[src/rtl/clkcfg_pkg.sv]
package clkcfg_pkg;

   localparam int unsigned AW = 4;

   typedef enum logic [AW-1:0] {
      RA_PLLCTL = 4'd0,
      RA_MULT   = 4'd1,
      RA_ODIV   = 4'd2,
      RA_MON    = 4'd3,
      RA_PSUB   = 4'd4,
      RA_SECEN  = 4'd5,
      RA_ADC    = 4'd6,
      RA_SEMA   = 4'd7,
      RA_ERR    = 4'd8
   } reg_addr_e;

   typedef enum logic {
      HOST_PRI = 1'b0,
      HOST_SEC = 1'b1
   } host_e;

endpackage

[src/rtl/clkcfg_div_limit.sv]
module clkcfg_div_limit #(
   parameter int unsigned SRC_KHZ = 150000,
   parameter int unsigned MAX_KHZ = 100000,
   parameter int unsigned DIV_W   = 6
) (
   input  logic [DIV_W-1:0] div,
   output logic             ok
);

   generate
      if (MAX_KHZ == 0) begin : g_free
         assign ok = |div;
      end else begin : g_cap
         localparam int unsigned MIN_DIV = (SRC_KHZ + MAX_KHZ - 1) / MAX_KHZ;
         localparam logic [DIV_W-1:0] MIN_V = DIV_W'(MIN_DIV);
         if (MIN_DIV >= (1 << DIV_W)) begin : g_bad
            $error("clkcfg_div_limit: DIV_W cannot hold the minimum divider");
         end
         assign ok = (|div) && (div >= MIN_V);
      end
   endgenerate

endmodule

[src/rtl/clkcfg_perm.sv]
module clkcfg_perm
   import clkcfg_pkg::*;
#(
   parameter host_e HOST = HOST_PRI
) (
   input  logic          wr,
   input  logic [AW-1:0] addr,
   input  logic          priv,
   input  logic          held,
   input  logic          lim_ok,
   output logic          allow,
   output logic          deny
);

   logic may;

   generate
      if (HOST == HOST_PRI) begin : g_pri
         always_comb begin
            case (addr)
               RA_PLLCTL, RA_MON, RA_SECEN: may = priv;
               RA_MULT, RA_ODIV:            may = priv & ~held;
               RA_PSUB:                     may = priv & lim_ok;
               RA_ERR:                      may = 1'b1;
               default:                     may = 1'b0;
            endcase
         end
      end else begin : g_sec
         logic unused_priv;
         assign unused_priv = priv;
         always_comb begin
            case (addr)
               RA_MULT, RA_ODIV: may = held;
               RA_ADC:           may = lim_ok;
               RA_SEMA, RA_ERR:  may = 1'b1;
               default:          may = 1'b0;
            endcase
         end
      end
   endgenerate

   assign allow = wr & may;
   assign deny  = wr & ~may;

endmodule

[src/rtl/clkcfg_rd_mux.sv]
module clkcfg_rd_mux
   import clkcfg_pkg::*;
#(
   parameter int unsigned DATA_W = 16,
   parameter int unsigned MULT_W = 7,
   parameter int unsigned ODIV_W = 3,
   parameter int unsigned DIV_W  = 6
) (
   input  logic              rd,
   input  logic [AW-1:0]     addr,
   input  logic              pll_en,
   input  logic              pll_bypass,
   input  logic [MULT_W-1:0] mult,
   input  logic [ODIV_W-1:0] odiv,
   input  logic [DIV_W-1:0]  mon,
   input  logic [DIV_W-1:0]  psub,
   input  logic              sec_en,
   input  logic [DIV_W-1:0]  adc,
   input  logic              held,
   input  logic              err_own,
   output logic [DATA_W-1:0] rdata
);

   always_comb begin
      rdata = '0;
      if (rd) begin
         case (addr)
            RA_PLLCTL: rdata[1:0]        = {pll_bypass, pll_en};
            RA_MULT:   rdata[MULT_W-1:0] = mult;
            RA_ODIV:   rdata[ODIV_W-1:0] = odiv;
            RA_MON:    rdata[DIV_W-1:0]  = mon;
            RA_PSUB:   rdata[DIV_W-1:0]  = psub;
            RA_SECEN:  rdata[0]          = sec_en;
            RA_ADC:    rdata[DIV_W-1:0]  = adc;
            RA_SEMA:   rdata[1:0]        = {held, held};
            RA_ERR:    rdata[0]          = err_own;
            default:   rdata             = '0;
         endcase
      end
   end

endmodule

[src/rtl/clkcfg_dual_host.sv]
module clkcfg_dual_host
   import clkcfg_pkg::*;
#(
   parameter int unsigned DATA_W       = 16,
   parameter int unsigned MULT_W       = 7,
   parameter int unsigned ODIV_W       = 3,
   parameter int unsigned DIV_W        = 6,
   parameter int unsigned SYS_KHZ      = 150000,
   parameter int unsigned PSUB_MAX_KHZ = 100000,
   parameter int unsigned ADC_MAX_KHZ  = 37500,
   parameter int unsigned MULT_RST     = 10
) (
   input  logic              clk,
   input  logic              rst_n,
   input  logic              p_rd,
   input  logic              p_wr,
   input  logic              p_priv,
   input  logic [AW-1:0]     p_addr,
   input  logic [DATA_W-1:0] p_wdata,
   output logic [DATA_W-1:0] p_rdata,
   input  logic              s_rd,
   input  logic              s_wr,
   input  logic              s_priv,
   input  logic [AW-1:0]     s_addr,
   input  logic [DATA_W-1:0] s_wdata,
   output logic [DATA_W-1:0] s_rdata,
   output logic              pll_en,
   output logic              pll_bypass,
   output logic [MULT_W-1:0] pll_mult,
   output logic [ODIV_W-1:0] pll_odiv,
   output logic [DIV_W-1:0]  mon_div,
   output logic [DIV_W-1:0]  psub_div,
   output logic              sec_clk_en,
   output logic [DIV_W-1:0]  adc_div
);

   localparam int unsigned NH       = 2;
   localparam int unsigned PSUB_MIN = (SYS_KHZ + PSUB_MAX_KHZ - 1) / PSUB_MAX_KHZ;

   generate
      if (DIV_W < 4) begin : g_chk_div
         $error("clkcfg_dual_host: DIV_W must hold the reset value 8");
      end
      if (DATA_W < MULT_W || DATA_W < DIV_W || DATA_W < ODIV_W || DATA_W < 2) begin : g_chk_data
         $error("clkcfg_dual_host: DATA_W narrower than a field");
      end
      if (MULT_RST >= (1 << MULT_W)) begin : g_chk_mult
         $error("clkcfg_dual_host: MULT_RST does not fit MULT_W");
      end
   endgenerate

   logic              en_q, byp_q, secen_q, held_q;
   logic [MULT_W-1:0] mult_q;
   logic [ODIV_W-1:0] odiv_q;
   logic [DIV_W-1:0]  mon_q, psub_q, adc_q;

   logic              wr_a    [NH];
   logic              rd_a    [NH];
   logic              priv_a  [NH];
   logic [AW-1:0]     addr_a  [NH];
   logic [DATA_W-1:0] wdata_a [NH];
   logic [DATA_W-1:0] rdata_a [NH];
   logic              lim_a   [NH];
   logic              allow_a [NH];
   logic              deny_a  [NH];
   logic              err_q   [NH];

   assign wr_a[0] = p_wr;    assign wr_a[1] = s_wr;
   assign rd_a[0] = p_rd;    assign rd_a[1] = s_rd;
   assign priv_a[0] = p_priv;  assign priv_a[1] = s_priv;
   assign addr_a[0] = p_addr;  assign addr_a[1] = s_addr;
   assign wdata_a[0] = p_wdata; assign wdata_a[1] = s_wdata;
   assign p_rdata = rdata_a[0];
   assign s_rdata = rdata_a[1];

   clkcfg_div_limit #(.SRC_KHZ(SYS_KHZ), .MAX_KHZ(PSUB_MAX_KHZ), .DIV_W(DIV_W)) u_lim_psub (
      .div (p_wdata[DIV_W-1:0]),
      .ok  (lim_a[0])
   );

   clkcfg_div_limit #(.SRC_KHZ(SYS_KHZ), .MAX_KHZ(ADC_MAX_KHZ), .DIV_W(DIV_W)) u_lim_adc (
      .div (s_wdata[DIV_W-1:0]),
      .ok  (lim_a[1])
   );

   generate
      for (genvar h = 0; h < NH; h++) begin : g_host
         clkcfg_perm #(.HOST(host_e'(h))) u_perm (
            .wr     (wr_a[h]),
            .addr   (addr_a[h]),
            .priv   (priv_a[h]),
            .held   (held_q),
            .lim_ok (lim_a[h]),
            .allow  (allow_a[h]),
            .deny   (deny_a[h])
         );

         clkcfg_rd_mux #(.DATA_W(DATA_W), .MULT_W(MULT_W), .ODIV_W(ODIV_W), .DIV_W(DIV_W)) u_rd (
            .rd         (rd_a[h]),
            .addr       (addr_a[h]),
            .pll_en     (en_q),
            .pll_bypass (byp_q),
            .mult       (mult_q),
            .odiv       (odiv_q),
            .mon        (mon_q),
            .psub       (psub_q),
            .sec_en     (secen_q),
            .adc        (adc_q),
            .held       (held_q),
            .err_own    (err_q[h]),
            .rdata      (rdata_a[h])
         );

         always_ff @(posedge clk or negedge rst_n) begin
            if (!rst_n)
               err_q[h] <= 1'b0;
            else if (deny_a[h])
               err_q[h] <= 1'b1;
            else if (allow_a[h] && addr_a[h] == RA_ERR && wdata_a[h][0])
               err_q[h] <= 1'b0;
         end
      end
   endgenerate

   logic p_we_ctl, p_we_mult, p_we_odiv, p_we_mon, p_we_psub, p_we_secen;
   logic s_we_mult, s_we_odiv, s_we_adc, s_we_sema;

   assign p_we_ctl   = allow_a[0] && p_addr == RA_PLLCTL;
   assign p_we_mult  = allow_a[0] && p_addr == RA_MULT;
   assign p_we_odiv  = allow_a[0] && p_addr == RA_ODIV;
   assign p_we_mon   = allow_a[0] && p_addr == RA_MON;
   assign p_we_psub  = allow_a[0] && p_addr == RA_PSUB;
   assign p_we_secen = allow_a[0] && p_addr == RA_SECEN;
   assign s_we_mult  = allow_a[1] && s_addr == RA_MULT;
   assign s_we_odiv  = allow_a[1] && s_addr == RA_ODIV;
   assign s_we_adc   = allow_a[1] && s_addr == RA_ADC;
   assign s_we_sema  = allow_a[1] && s_addr == RA_SEMA;

   always_ff @(posedge clk or negedge rst_n) begin
      if (!rst_n) begin
         en_q    <= 1'b0;
         byp_q   <= 1'b1;
         mult_q  <= MULT_W'(MULT_RST);
         odiv_q  <= ODIV_W'(1);
         mon_q   <= DIV_W'(4);
         psub_q  <= DIV_W'(4);
         secen_q <= 1'b1;
         adc_q   <= DIV_W'(8);
         held_q  <= 1'b0;
      end else begin
         if (p_we_ctl) begin
            en_q  <= p_wdata[0];
            byp_q <= p_wdata[1];
         end
         if (s_we_mult)      mult_q <= s_wdata[MULT_W-1:0];
         else if (p_we_mult) mult_q <= p_wdata[MULT_W-1:0];
         if (s_we_odiv)      odiv_q <= s_wdata[ODIV_W-1:0];
         else if (p_we_odiv) odiv_q <= p_wdata[ODIV_W-1:0];
         if (p_we_mon)   mon_q   <= p_wdata[DIV_W-1:0];
         if (p_we_psub)  psub_q  <= p_wdata[DIV_W-1:0];
         if (p_we_secen) secen_q <= p_wdata[0];
         if (s_we_adc)   adc_q   <= s_wdata[DIV_W-1:0];
         if (s_we_sema)  held_q  <= s_wdata[0];
      end
   end

   assign pll_en     = en_q;
   assign pll_bypass = byp_q;
   assign pll_mult   = mult_q;
   assign pll_odiv   = odiv_q;
   assign mon_div    = mon_q;
   assign psub_div   = psub_q;
   assign sec_clk_en = secen_q;
   assign adc_div    = adc_q;

   logic unused_wdata;
   assign unused_wdata = ^{p_wdata, s_wdata};

   AST_PRIV_GATE: assert property (@(posedge clk) disable iff (!rst_n)
      p_wr && !p_priv && p_addr == RA_MON |=> $stable(mon_div));

   AST_SEC_NO_CTRL: assert property (@(posedge clk) disable iff (!rst_n)
      s_wr && s_addr == RA_PLLCTL && !(p_wr && p_addr == RA_PLLCTL)
      |=> $stable(pll_en) && $stable(pll_bypass));

   AST_ADC_OWNER: assert property (@(posedge clk) disable iff (!rst_n)
      !($past(s_wr) && $past(s_addr) == RA_ADC) |-> $stable(adc_div));

   AST_LENT_BLOCK: assert property (@(posedge clk) disable iff (!rst_n)
      held_q && p_wr && p_addr == RA_MULT && !(s_wr && s_addr == RA_MULT)
      |=> $stable(pll_mult));

   AST_PSUB_FLOOR: assert property (@(posedge clk) disable iff (!rst_n)
      psub_div != '0 && int'(psub_div) >= int'(PSUB_MIN));

   AST_ERR_STICKY: assert property (@(posedge clk) disable iff (!rst_n)
      err_q[0] && !(p_wr && p_addr == RA_ERR) |=> err_q[0]);

   AST_DENY_FLAGS: assert property (@(posedge clk) disable iff (!rst_n)
      s_wr && s_addr == RA_MON |=> err_q[1]);

endmodule

[config.mk]
export PLATFORM = sky130hd
export DESIGN_NAME = clkcfg_dual_host
export DESIGN_NICKNAME = d
export VERILOG_FILES = /design/src/rtl/clkcfg_pkg.sv /design/src/rtl/clkcfg_div_limit.sv /design/src/rtl/clkcfg_perm.sv /design/src/rtl/clkcfg_rd_mux.sv /design/src/rtl/clkcfg_dual_host.sv
export SDC_FILE = /design/constraint.sdc
export NUM_CORES = 1
export LEC_CHECK = 0
export CAP_MARGIN = 20
export CORE_AREA = 5 5 82 84
export CTS_BUF_LIST = sky130_fd_sc_hd__clkbuf_2
export DETAILED_ROUTE_END_ITERATION = 8
export DIE_AREA = 0 0 87 89
export PLACE_DENSITY = 0.84
export SYNTH_ARGS = -nofsm -noshare
export SYNTH_HDL_FRONTEND = slang
export SYNTH_SLANG_ARGS = --single-unit
export TNS_END_PERCENT = 10
[constraint.sdc]
create_clock -name clk -period 2.5 [get_ports clk]
set_clock_uncertainty 0.15 [all_clocks]
set_input_delay 0.25 -clock clk [delete_from_list [all_inputs] [get_ports clk]]
set_output_delay 0.25 -clock clk [all_outputs]
set_load 0.05 [all_outputs]
==> key figures, run 1 <==
Run status
  • Outcome: finished, final reports clean

Setup path
  • Crit path largest cell delay: 0.63 ns
  • Critical path's slowest cell: clkdlybuf4s50_1
  • Data required, critical path: 2.10 ns
  • R2R Path Start: held_q
  • CP Capture Point: s_rdata[5]
  • Setup slack, reg-to-reg: 0.35 ns
  • Cell Chain, Critical Path: clkdlybuf4s50_1 > nor2b_1 > o21ai_0 > nor3_1 > buf_12
  • Crit path from: s_addr[2]
  • WP data arrival: 2.07 ns
  • R2R depth: 6
  • WS Path Type: in -> out
  • Max FO, Critical Path: 6
  • RR Endpoint: psub_div[5]
  • Crit end category: output pin
  • Crit start category: input port

Floorplanning
  • Die ar.: 0.00774 mm2
  • Die H: 89 um
  • Initial Util: 0.418
  • Die X: 87 um
  • # IOs: 111
  • Std-Cell Rows: 28
  • Core area: 0.00585 mm2

STA
  • Hold Vio Cnt, Final: 0
  • Max transition margin: 0.644
  • Worst Tran Pin Value: 0.527 ns
  • Fin. max-slew vios: 0
  • Final setup vio count: 0
  • Fmax: 405 MHz
  • Part of the cycle the worst path needs: 0.987
  • RSZ-0062 raised after global routing: yes
  • Slack of the critical path: 0.0322 ns
  • Fin crit period: 2.47 ns
  • Hold WS: 0.103 ns

Drt
  • DR iter-0 viols: 271
  • Vias post-DR: 2438
  • Pre-Repair DR Iteration Count: 5
  • Vias per std cell: 5.70
  • DRC violations left: 0
  • Routed Antenna Nets: 0
  • Per-cell routed wire length: 18.3 um
  • WL final: 7850 um

CTS
  • CTS tree: built
  • Reg clk slew, reported paths: 0.19 ns
  • Hold bufs inserted after CTS: 0
  • Worst-skew pair later-pin latency: 0.38 ns
  • TritonCTS Sinks: 34
  • CTS Buffer Depth: 2
  • Root Buffer: clkbuf_2
  • CTS H-tree depth: 2
  • CTS buffer count: 5

Yosys
  • Post-synthesis adder-cell area fraction: 0
  • Ys async rst share: 1.00
  • Ys Warns: 0
  • Sequential area share after synthesis: 0.352
  • Top_reg_cell synth: dfrtp_1
  • Synth Area in Compound Gates: 0.173
  • Largest family of logic cells by synthesized area: multiplexers
  • Post-synthesis cell type count: 56
  • Multiplexer area fraction after synthesis: 0.212
  • Xor-xnor portion of the synthesized cell area: 0.00716
  • Post-Synthesis Cell Area: 0.00245 mm2
  • Simple-Gate Fraction of Synth Area: 0.164
  • Post-synth EDFFs: 0
  • Mapped Cells: 253
  • Post-synthesis area per instance: 9.67 um2
  • Synthesized flop and latch total: 34

Global routing
  • Vias in the first global route: 2408
  • Initial antenna violation count: 0
  • Largest net degree at the start of global routing: 35
  • Global-route wire length before repair: 12200 um
  • GR Overflow Total: 0
  • GRT Util Overall: 0.203

Place
  • IO Port Bufs: 73
  • Pre-CTS setup slack: -0.138 ns
  • Routability cong.: 0.901
  • Post-DP HPWL: 6040 um

Pwr
  • Leakage power: 1.56 nW
  • Max rail drop VDD: 0.518 mV
  • P per Cell Area: 572 mW/mm2

Cells and area
  • Most common cell after layout, fill and taps aside: clkdlybuf4s50_1
  • Layout Area Growth over Synthesis: 48.7%
  • Ant. Diodes: 0
  • # nets final: 400
  • Most frequent cells in the layout: clkdlybuf4s50_1 (59), buf_4 (35), dfrtp_1 (26)
  • Ratio of cells with drive above 1 in the final layout: 0.306

Worst hold path
  • HP Class: in -> async

Job
  • Max-cap violation count: 0
## metrics by stage
| step | power, W | util | instance area, um2 | cells | TNS (ns) |
|---|---|---|---|---|---|
| after floorplan | 0.00143 | - | 2530 | 270 | -0.191 |
| after global placement | 0.00179 | 0.609 | 3560 | 420 | -0.827 |
| after detailed placement | 0.00181 | 0.609 | 3560 | 420 | -1.22 |
| after CTS | 0.00207 | 0.618 | 3610 | 428 | 0 |
| after global routing | 0.00217 | 0.622 | 3640 | 428 | -0.151 |
| final | 0.00208 | 0.622 | 3640 | 428 | 0 |
## final cells by class
class,count,area [um2]
clock buffer,6,30.0
timing repair buffer,109,1140
fill,456,2210
sequential,34,861
multi-input combinational,199,1490
clock inverter,2,8.76
tap,75,93.8
inverter,3,11.3
## logic make-up (layout without fill, tap and decap cells)
group                  after synthesis  after routing
buffers and inverters               37            120
flip-flops                          34             34
AO/OA/AOI/OAI                       59             59
multiplexers                        45             45
AND/OR/NAND/NOR                     75             75
XOR/XNOR                             2              2
other                                1             18
## sequential cells by signal (all words and copies together) (netlist names), 2 cells and up
name	cells
adc_div	6
err_q	2
mon_div	6
pll_mult	7
pll_odiv	3
psub_div	6
## cells in the mapped netlist, types with 5 or more instances
| cell | number | area (um2) |
|---|---|---|
| a221oi_1 | 8 | 70.1 |
| a22oi_1 | 5 | 37.5 |
| mux2_4 | 6 | 90.1 |
| mux2i_1 | 17 | 170 |
| o21ai_0 | 9 | 45.0 |
| mux2_2 | 21 | 236 |
| nor2_1 | 16 | 60.1 |
| dfstp_2 | 8 | 210 |
| a31oi_1 | 5 | 31.3 |
| dfrtp_1 | 26 | 651 |
| nand2_1 | 19 | 71.3 |
| a21oi_1 | 16 | 80.1 |
| buf_4 | 19 | 143 |
| nor3_1 | 9 | 45.0 |
| clkbuf_1 | 11 | 41.3 |
## critical path: cells and delay by family
family | cells | cell delay (ns)
AO/OA/AOI/OAI | 1 | 0.27
AND/OR/NAND/NOR | 2 | 0.72
buffers and inverters | 2 | 0.82
## where the power goes
| part | internal, W | switching [W] |
|---|---|---|
| Clock | 0.0000688 | 0.000193 |
| Sequential | 0.000663 | 0.000138 |
| Combinational | 0.000385 | 0.000634 |
| Total | 0.00112 | 0.000965 |
## how the worst min path moves through the flow
stage	start	to	slack, ns	cells past startpoint
finish	rst_n	psub_div[3]	0.10	2
floorplan	rst_n	adc_div[0]	-0.20	0
detailed placement	err_q[1]	err_q[1]	0.42	2
CTS	rst_n	adc_div[0]	0.1	2
global route	rst_n	err_q[0]	0.11	2
global placement	err_q[1]	err_q[1]	0.40	2
## layer usage
layer  up-vias  part of all wire  GRT usage
met1      1171              0.40      0.250
met3        16             0.082     0.0461
met2       145              0.50      0.352
met4         0             0.018     0.0680
met5         -                 0          0
li1       1106                 -          -
## timing repair
| action | 4_1_cts | 5_1_grt |
|---|---|---|
| pin swaps | 1 | 0 |
| setup buffers | 0 | 0 |
| endpoints found under the setup margin | 2 | 6 |
| gates resized for setup | 3 | 5 |
Note: power is estimated with default switching activity, not from simulation.
==> inputs of run 2 (changes only) <==
--- a/config.mk
+++ b/config.mk
@@ -10,7 +10,9 @@
 export CTS_BUF_LIST = sky130_fd_sc_hd__clkbuf_2
 export DETAILED_ROUTE_END_ITERATION = 8
 export DIE_AREA = 0 0 87 89
+export GPL_TIMING_DRIVEN = 0
 export PLACE_DENSITY = 0.84
+export RECOVER_POWER = 50
 export SYNTH_ARGS = -nofsm -noshare
 export SYNTH_HDL_FRONTEND = slang
 export SYNTH_SLANG_ARGS = --single-unit
==> run 2 against run 1 <==
Combinational power fell by 4%. Global-route usage shrank 0.78 points. Critical path depth increased by 2. Setup slack gained 0.035 ns. Maximum frequency up 1.4%. Flip-flop and latch count unchanged. Design area decreased by 6.6%. Routed wire length decreased by 1.6%. Count of clock-buffer cells in the layout shrank 1. Power increased by 3.3%. Largest cell class unchanged. Highest routed layer unchanged.
==> key figures, run 2 (synthesized netlist as in run 1, its figures left out) <==
Global routing
  • GR Overflow Total: 0 (unchanged)
  • Vias in the first global route: 2358 (was 2408)
  • Global-route wire length before repair: 11900 um (was 12200 um)
  • Initial antenna violation count: 0 (unchanged)
  • GRT Util Overall: 0.195 (was 0.203)
  • Largest net degree at the start of global routing: 35 (unchanged)

Cells and area
  • Max FFs per register: 7 (unchanged)
  • Ant. Diodes: 0 (unchanged)
  • Most common cell after layout, fill and taps aside: clkdlybuf4s50_1 (unchanged)
  • Util after Layout: 0.581 (was 0.622)
  • Most frequent cells in the layout: clkdlybuf4s50_1 (40), dfrtp_1 (26), mux2_2 (21) (was clkdlybuf4s50_1 (59), buf_4 (35), dfrtp_1 (26))
  • Non-Filler Instances: 423 (was 428)
  • # nets final: 395 (was 400)
  • Ratio of cells with drive above 1 in the final layout: 0.273 (was 0.306)
  • FILL cells: 510 (was 456)
  • Layout Area Growth over Synthesis: 38.9% (was 48.7%)

Worst hold path
  • HP Class: in -> reg (was in -> async)
  • Hold Crit Start: p_addr[3]

Floorplanning
  • Die ar.: 0.00774 mm2 (unchanged)
  • Std-Cell Rows: 28 (unchanged)
  • Die H: 89 um (unchanged)
  • Initial Util: 0.418 (unchanged)
  • # IOs: 111 (unchanged)
  • Core area: 0.00585 mm2 (unchanged)
  • Die X: 87 um (unchanged)

STA
  • Fin. max-slew vios: 0 (unchanged)
  • Part of the cycle the worst path needs: 0.973 (was 0.987)
  • Fin crit period: 2.43 ns (was 2.47 ns)
  • Hold Vio Cnt, Final: 0 (unchanged)
  • Final setup vio count: 0 (unchanged)
  • Fmax: 411 MHz (was 405 MHz)
  • Worst Tran Pin Value: 0.792 ns (was 0.527 ns)
  • RSZ-0062 raised after global routing: no (was yes)
  • Max transition margin: 0.472 (was 0.644)

Setup path
  • CP Buf/Inv Count: 2 (unchanged)
  • R2R Path Start: held_q (unchanged)
  • CP delay by family, top: simple AND/OR/NAND/NOR gates (was buffers and inverters)
  • WS Path Type: in -> reg (was in -> out)
  • Data required, critical path: 2.66 ns (was 2.10 ns)
  • Crit path from: p_wdata[5] (was s_addr[2])
  • Crit path largest cell delay: 0.60 ns (was 0.63 ns)
  • WP data arrival: 2.59 ns (was 2.07 ns)
  • Setup slack, reg-to-reg: 0.22 ns (was 0.35 ns)
  • Crit start category: input port (unchanged)
  • Critical path's slowest cell: dlygate4sd3_1 (was clkdlybuf4s50_1)
  • Max FO, Critical Path: 6 (unchanged)
  • Cell Chain, Critical Path: dlygate4sd3_1 > or4_4 > o311a_4 > nor2_1 > or4_1 > buf_4 > mux2_4 (was clkdlybuf4s50_1 > nor2b_1 > o21ai_0 > nor3_1 > buf_12)
  • Crit end category: flip-flop (was output pin)

Drt
  • Routed Antenna Nets: 0 (unchanged)
  • DRC violations left: 0 (unchanged)
  • WL final: 7720 um (was 7850 um)
  • Vias post-DR: 2464 (was 2438)
  • Vias per std cell: 5.83 (was 5.70)
  • Per-cell routed wire length: 18.3 um (about the same)
  • DR iter-0 viols: 306 (was 271)
  • Pre-Repair DR Iteration Count: 6 (was 5)

CTS
  • CTS tree: built (unchanged)
  • TritonCTS Sinks: 34 (unchanged)
  • CTS buffer count: 5 (unchanged)
  • CTS H-tree depth: 2 (unchanged)
  • Worst-skew pair later-pin latency: 0.38 ns (about the same)
  • CTS Buffer Depth: 2 (unchanged)
  • Root Buffer: clkbuf_2 (unchanged)
  • Reg clk slew, reported paths: 0.18 ns (was 0.19 ns)

Run status
  • Outcome: finished, final reports clean (unchanged)

Job
  • Max-cap violation count: 0 (unchanged)

Pwr
  • Leakage power: 1.51 nW (was 1.56 nW)
  • Max rail drop VDD: 0.466 mV (was 0.518 mV)
  • P per Cell Area: 633 mW/mm2 (was 572 mW/mm2)
  • Power Total: 0.00215 W (was 0.00208 W)

Place
  • Routability cong.: 0.919 (was 0.901)
  • Post-DP HPWL: 5950 um (was 6040 um)
  • Placed insts: 413 (was 420)
  • IO Port Bufs: 68 (was 73)
run 2: area by class of cell:
class,instances,area (um2),area share
timing repair buffer,70,659,0.194
clock buffer,5,25.0,0.00737
multi-input combinational,199,1480,0.436
clock inverter,3,45.0,0.0133
inverter,3,11.3,0.00331
sequential,34,861,0.253
tap,75,93.8,0.0276
buffer,34,221,0.0652
run 2: metrics by stage:
stage	hold slack [ns]	worst slack, ns	TNS, ns	instance area (um2)
after detailed placement	0.211	-1.32	-14.04	3300
after CTS	0.0534	-0.0289	-0.0289	3400
after global placement	0.404	-1.25	-12.49	3310
after global routing	0.0700	0.0131	0	3400
after floorplan	-0.196	-0.0559	-0.191	2530
final	0.0587	0.0671	0	3400
run 2: worst register-to-register path, cell delays in order (launching register included):
cell,delay [ns]
dfrtp_1,0.48
inv_1,0.19
o2111a_1,0.37
nor2_1,0.11
or4_1,0.41
buf_4,0.19
mux2_4,0.30
run 2: timing repair:
action                                 4_1_cts  5_1_grt
setup buffers                                1        0
pin swaps                                    0        0
setup endpoints to repair                   14        7
gates resized for setup                     72        7
hold buffers                                 1        0
endpoints found under the hold margin       26        0
run 2: worst paths after layout:
kind / endpoint / cells past startpoint
worst max-delay path: psub_div[1] / 7
worst min-delay path: err_q[1] / 2
worst max register to register: psub_div[1] / 6
worst min register to register: psub_div[0] / 1
max in group asynchronous: pll_mult[0] / 2
min in group asynchronous: mon_div[1] / 2
run 2: power breakdown:
| part | total [W] | internal [W] | switching (W) |
|---|---|---|---|
| Combinational | 0.000982 | 0.000354 | 0.000629 |
| Clock | 0.000374 | 0.000168 | 0.000206 |
| Sequential | 0.000796 | 0.000663 | 0.000133 |
| Total | 0.00215 | 0.00118 | 0.000967 |
run 2: layer usage:
layer,vias up,wire length [um],track usage,share of wire
met1,1194,2980,0.245,0.39
met4,0,130,0.0581,0.017
met3,15,844,0.0498,0.11
met5,-,0,0,0
met2,160,3770,0.333,0.49
li1,1095,-,-,-
==> inputs of run 3 (changes only) <==
--- a/config.mk
+++ b/config.mk
@@ -11,8 +11,8 @@
 export DETAILED_ROUTE_END_ITERATION = 8
 export DIE_AREA = 0 0 87 89
 export GPL_TIMING_DRIVEN = 0
+export MAX_ROUTING_LAYER = met4
 export PLACE_DENSITY = 0.84
-export RECOVER_POWER = 50
 export SYNTH_ARGS = -nofsm -noshare
 export SYNTH_HDL_FRONTEND = slang
 export SYNTH_SLANG_ARGS = --single-unit
==> run 3 against run 2 <==
Sequential power barely moved. Power up 0.38%. Critical path type is now reg -> out. First-iteration DRC count up 4.9%. Largest power group unchanged.
==> key figures, run 3 (synthesized netlist as in run 1, its figures left out) <==
Global routing
  • Global Route met1 Usage: 0.245 (about the same)
  • Met2 usage in global routing: 0.333 (unchanged)
  • Global-route wire length before repair: 11900 um (about the same)
  • Largest net degree at the start of global routing: 35 (unchanged)
  • GR Overflow Total: 0 (unchanged)
  • Vias in the first global route: 2352 (was 2358)
  • Met3 Track Usage GR: 0.0470 (was 0.0498)
  • GR peak layer: met2 (unchanged)
  • Initial antenna violation count: 0 (unchanged)
  • GRT Util Overall: 0.201 (was 0.195)

Pwr
  • Sw Ratio: 0.447 (was 0.449)
  • Max rail drop VDD: 0.468 mV (was 0.466 mV)
  • Combinational Power Share: 0.459 (was 0.457)
  • Sequential Power Share: 0.369 (was 0.370)
  • Clock share of power: 0.172 (was 0.174)
  • P per Cell Area: 635 mW/mm2 (was 633 mW/mm2)
  • Switching power: 0.000966 W (was 0.000967 W)
  • Leakage power: 1.50 nW (was 1.51 nW)
  • Int Pwr: 0.00119 W (was 0.00118 W)

STA
  • Part of the cycle the worst path needs: 0.963 (was 0.973)
  • RSZ-0062 raised after global routing: no (unchanged)
  • Fmax: 415 MHz (was 411 MHz)
  • Max transition margin: 0.480 (was 0.472)
  • Slack of the critical path: 0.0924 ns (was 0.0671 ns)
  • TNS Setup: 0 ns (unchanged)
  • Worst Tran Pin Value: 0.780 ns (was 0.792 ns)
  • Fin. max-slew vios: 0 (unchanged)
  • Final setup vio count: 0 (unchanged)
  • Hold Vio Cnt, Final: 0 (unchanged)
  • Fin crit period: 2.41 ns (was 2.43 ns)

CTS
  • TritonCTS Sinks: 34 (unchanged)
  • Root Buffer: clkbuf_2 (unchanged)
  • Worst-skew pair later-pin latency: 0.39 ns (was 0.38 ns)
  • CTS tree: built (unchanged)
  • CTS H-tree depth: 2 (unchanged)
  • Reg clk slew, reported paths: 0.20 ns (was 0.18 ns)
  • CTS buffer count: 5 (unchanged)
  • CTS Buffer Depth: 2 (unchanged)

Floorplanning
  • Die X: 87 um (unchanged)
  • Die H: 89 um (unchanged)
  • Initial Util: 0.418 (unchanged)
  • Die ar.: 0.00774 mm2 (unchanged)
  • Std-Cell Rows: 28 (unchanged)
  • # IOs: 111 (unchanged)
  • Core area: 0.00585 mm2 (unchanged)

Cells and area
  • Final non-filler cell area: 0.00340 mm2 (about the same)
  • Max FFs per register: 7 (unchanged)
  • Ant. Diodes: 0 (unchanged)
  • Ratio of cells with drive above 1 in the final layout: 0.279 (was 0.273)
  • Most frequent cells in the layout: clkdlybuf4s50_1 (51), dfrtp_1 (25), mux2_2 (21) (was clkdlybuf4s50_1 (40), dfrtp_1 (26), mux2_2 (21))
  • Layout Area Growth over Synthesis: 39.0% (was 38.9%)
  • # nets final: 395 (unchanged)
  • Most common cell after layout, fill and taps aside: clkdlybuf4s50_1 (unchanged)

Drt
  • Pre-Repair DR Iteration Count: 5 (was 6)
  • DRC violations left: 0 (unchanged)
  • Per-cell routed wire length: 18.1 um (was 18.3 um)
  • WL final: 7660 um (was 7720 um)
  • Routed Antenna Nets: 0 (unchanged)
  • Vias per std cell: 5.80 (was 5.83)
  • DR iter-0 viols: 321 (was 306)
  • Vias post-DR: 2452 (was 2464)

Job
  • Max-cap violation count: 0 (unchanged)

Setup path
  • Crit path largest cell delay: 0.60 ns (about the same)
  • Crit end category: output pin (was flip-flop)
  • Setup slack, reg-to-reg: 0.24 ns (was 0.22 ns)
  • WS Path Type: reg -> out (was in -> reg)
  • WP data arrival: 2.01 ns (was 2.59 ns)
  • Max FO, Critical Path: 4 (was 6)
  • Cell Chain, Critical Path: mux2_2 > a22o_1 > a22oi_1 > a2111oi_4 > clkbuf_4 (was dlygate4sd3_1 > or4_4 > o311a_4 > nor2_1 > or4_1 > buf_4 > mux2_4)
  • Data required, critical path: 2.10 ns (was 2.66 ns)
  • Critical path's slowest cell: dfstp_2 (was dlygate4sd3_1)
  • Crit start category: flip-flop (was input port)

Place
  • Routability cong.: 0.935 (was 0.919)
  • IO Port Bufs: 68 (unchanged)
  • DP Area: 0.00330 mm2 (unchanged)
  • Pre-CTS setup slack: -1.32 ns (unchanged)
  • Post-DP HPWL: 5950 um (unchanged)

Run status
  • Outcome: finished, final reports clean (unchanged)

Worst hold path
  • HP Class: in -> reg (unchanged)
## run 3: routing by layer
metal  share of wire  wire length (um)
met1            0.38              2920
met2            0.49              3770
met3            0.11               822
met4           0.018               141
met5               0                 0
## run 3: what timing repair did
action | 4_1_cts | 5_1_grt
buffers inserted | 1 | 0
setup endpoints to repair | 14 | 7
gates resized for setup | 72 | 7
hold buffers | 1 | 0
endpoints found under the hold margin | 26 | 0
## run 3: power by group through the flow
| stage | Combinational [W] | Clock, W | Sequential (W) |
|---|---|---|---|
| CTS | 0.000991 | 0.000376 | 0.000790 |
| floorplan | 0.000349 | 0 | 0.00108 |
| global route | 0.00104 | 0.000404 | 0.000807 |
| detailed placement | 0.000984 | 0 | 0.000799 |
| global placement | 0.000968 | 0 | 0.000796 |
| finish | 0.000991 | 0.000373 | 0.000796 |
## run 3: cell type report
class                      count  area [um2]
multi-input combinational    199        1480
buffer                        34         223
inverter                       3        11.3
tap                           75        93.8
timing repair buffer          70         659
clock buffer                   5        25.0
clock inverter                 3        45.0
fill                         510        2450
sequential                    34         862
## run 3: through the flow
stage	util	hold WS, ns	power, W	instances
6_report	0.581	0.0779	0.00216	423
5_1_grt	0.581	0.0700	0.00225	423
4_1_cts	0.581	0.0534	0.00216	423
3_5_place_dp	0.565	0.211	0.00178	413
3_3_place_gp	0.566	0.404	0.00176	413
2_1_floorplan	-	-0.196	0.00143	270
## run 3: final timing paths
check,startpoint,endpoint,depth (start not counted)
worst min register to register,psub_div[0],psub_div[0],1
worst max register to register,held_q,psub_div[1],6
worst min-delay path,p_addr[3],err_q[1],2
max in group asynchronous,rst_n,held_q,2
min in group asynchronous,rst_n,mon_div[1],2
worst max-delay path,mon_div[2],p_rdata[2],5
## run 3: critical path, delay by kind of cell, from the launching register on
family                 cells  cell delay (ns)
AOI/OAI and AO/OA          3             0.54
buffers and inverters      1             0.30
DFF                        1             0.60
muxes                      1             0.15
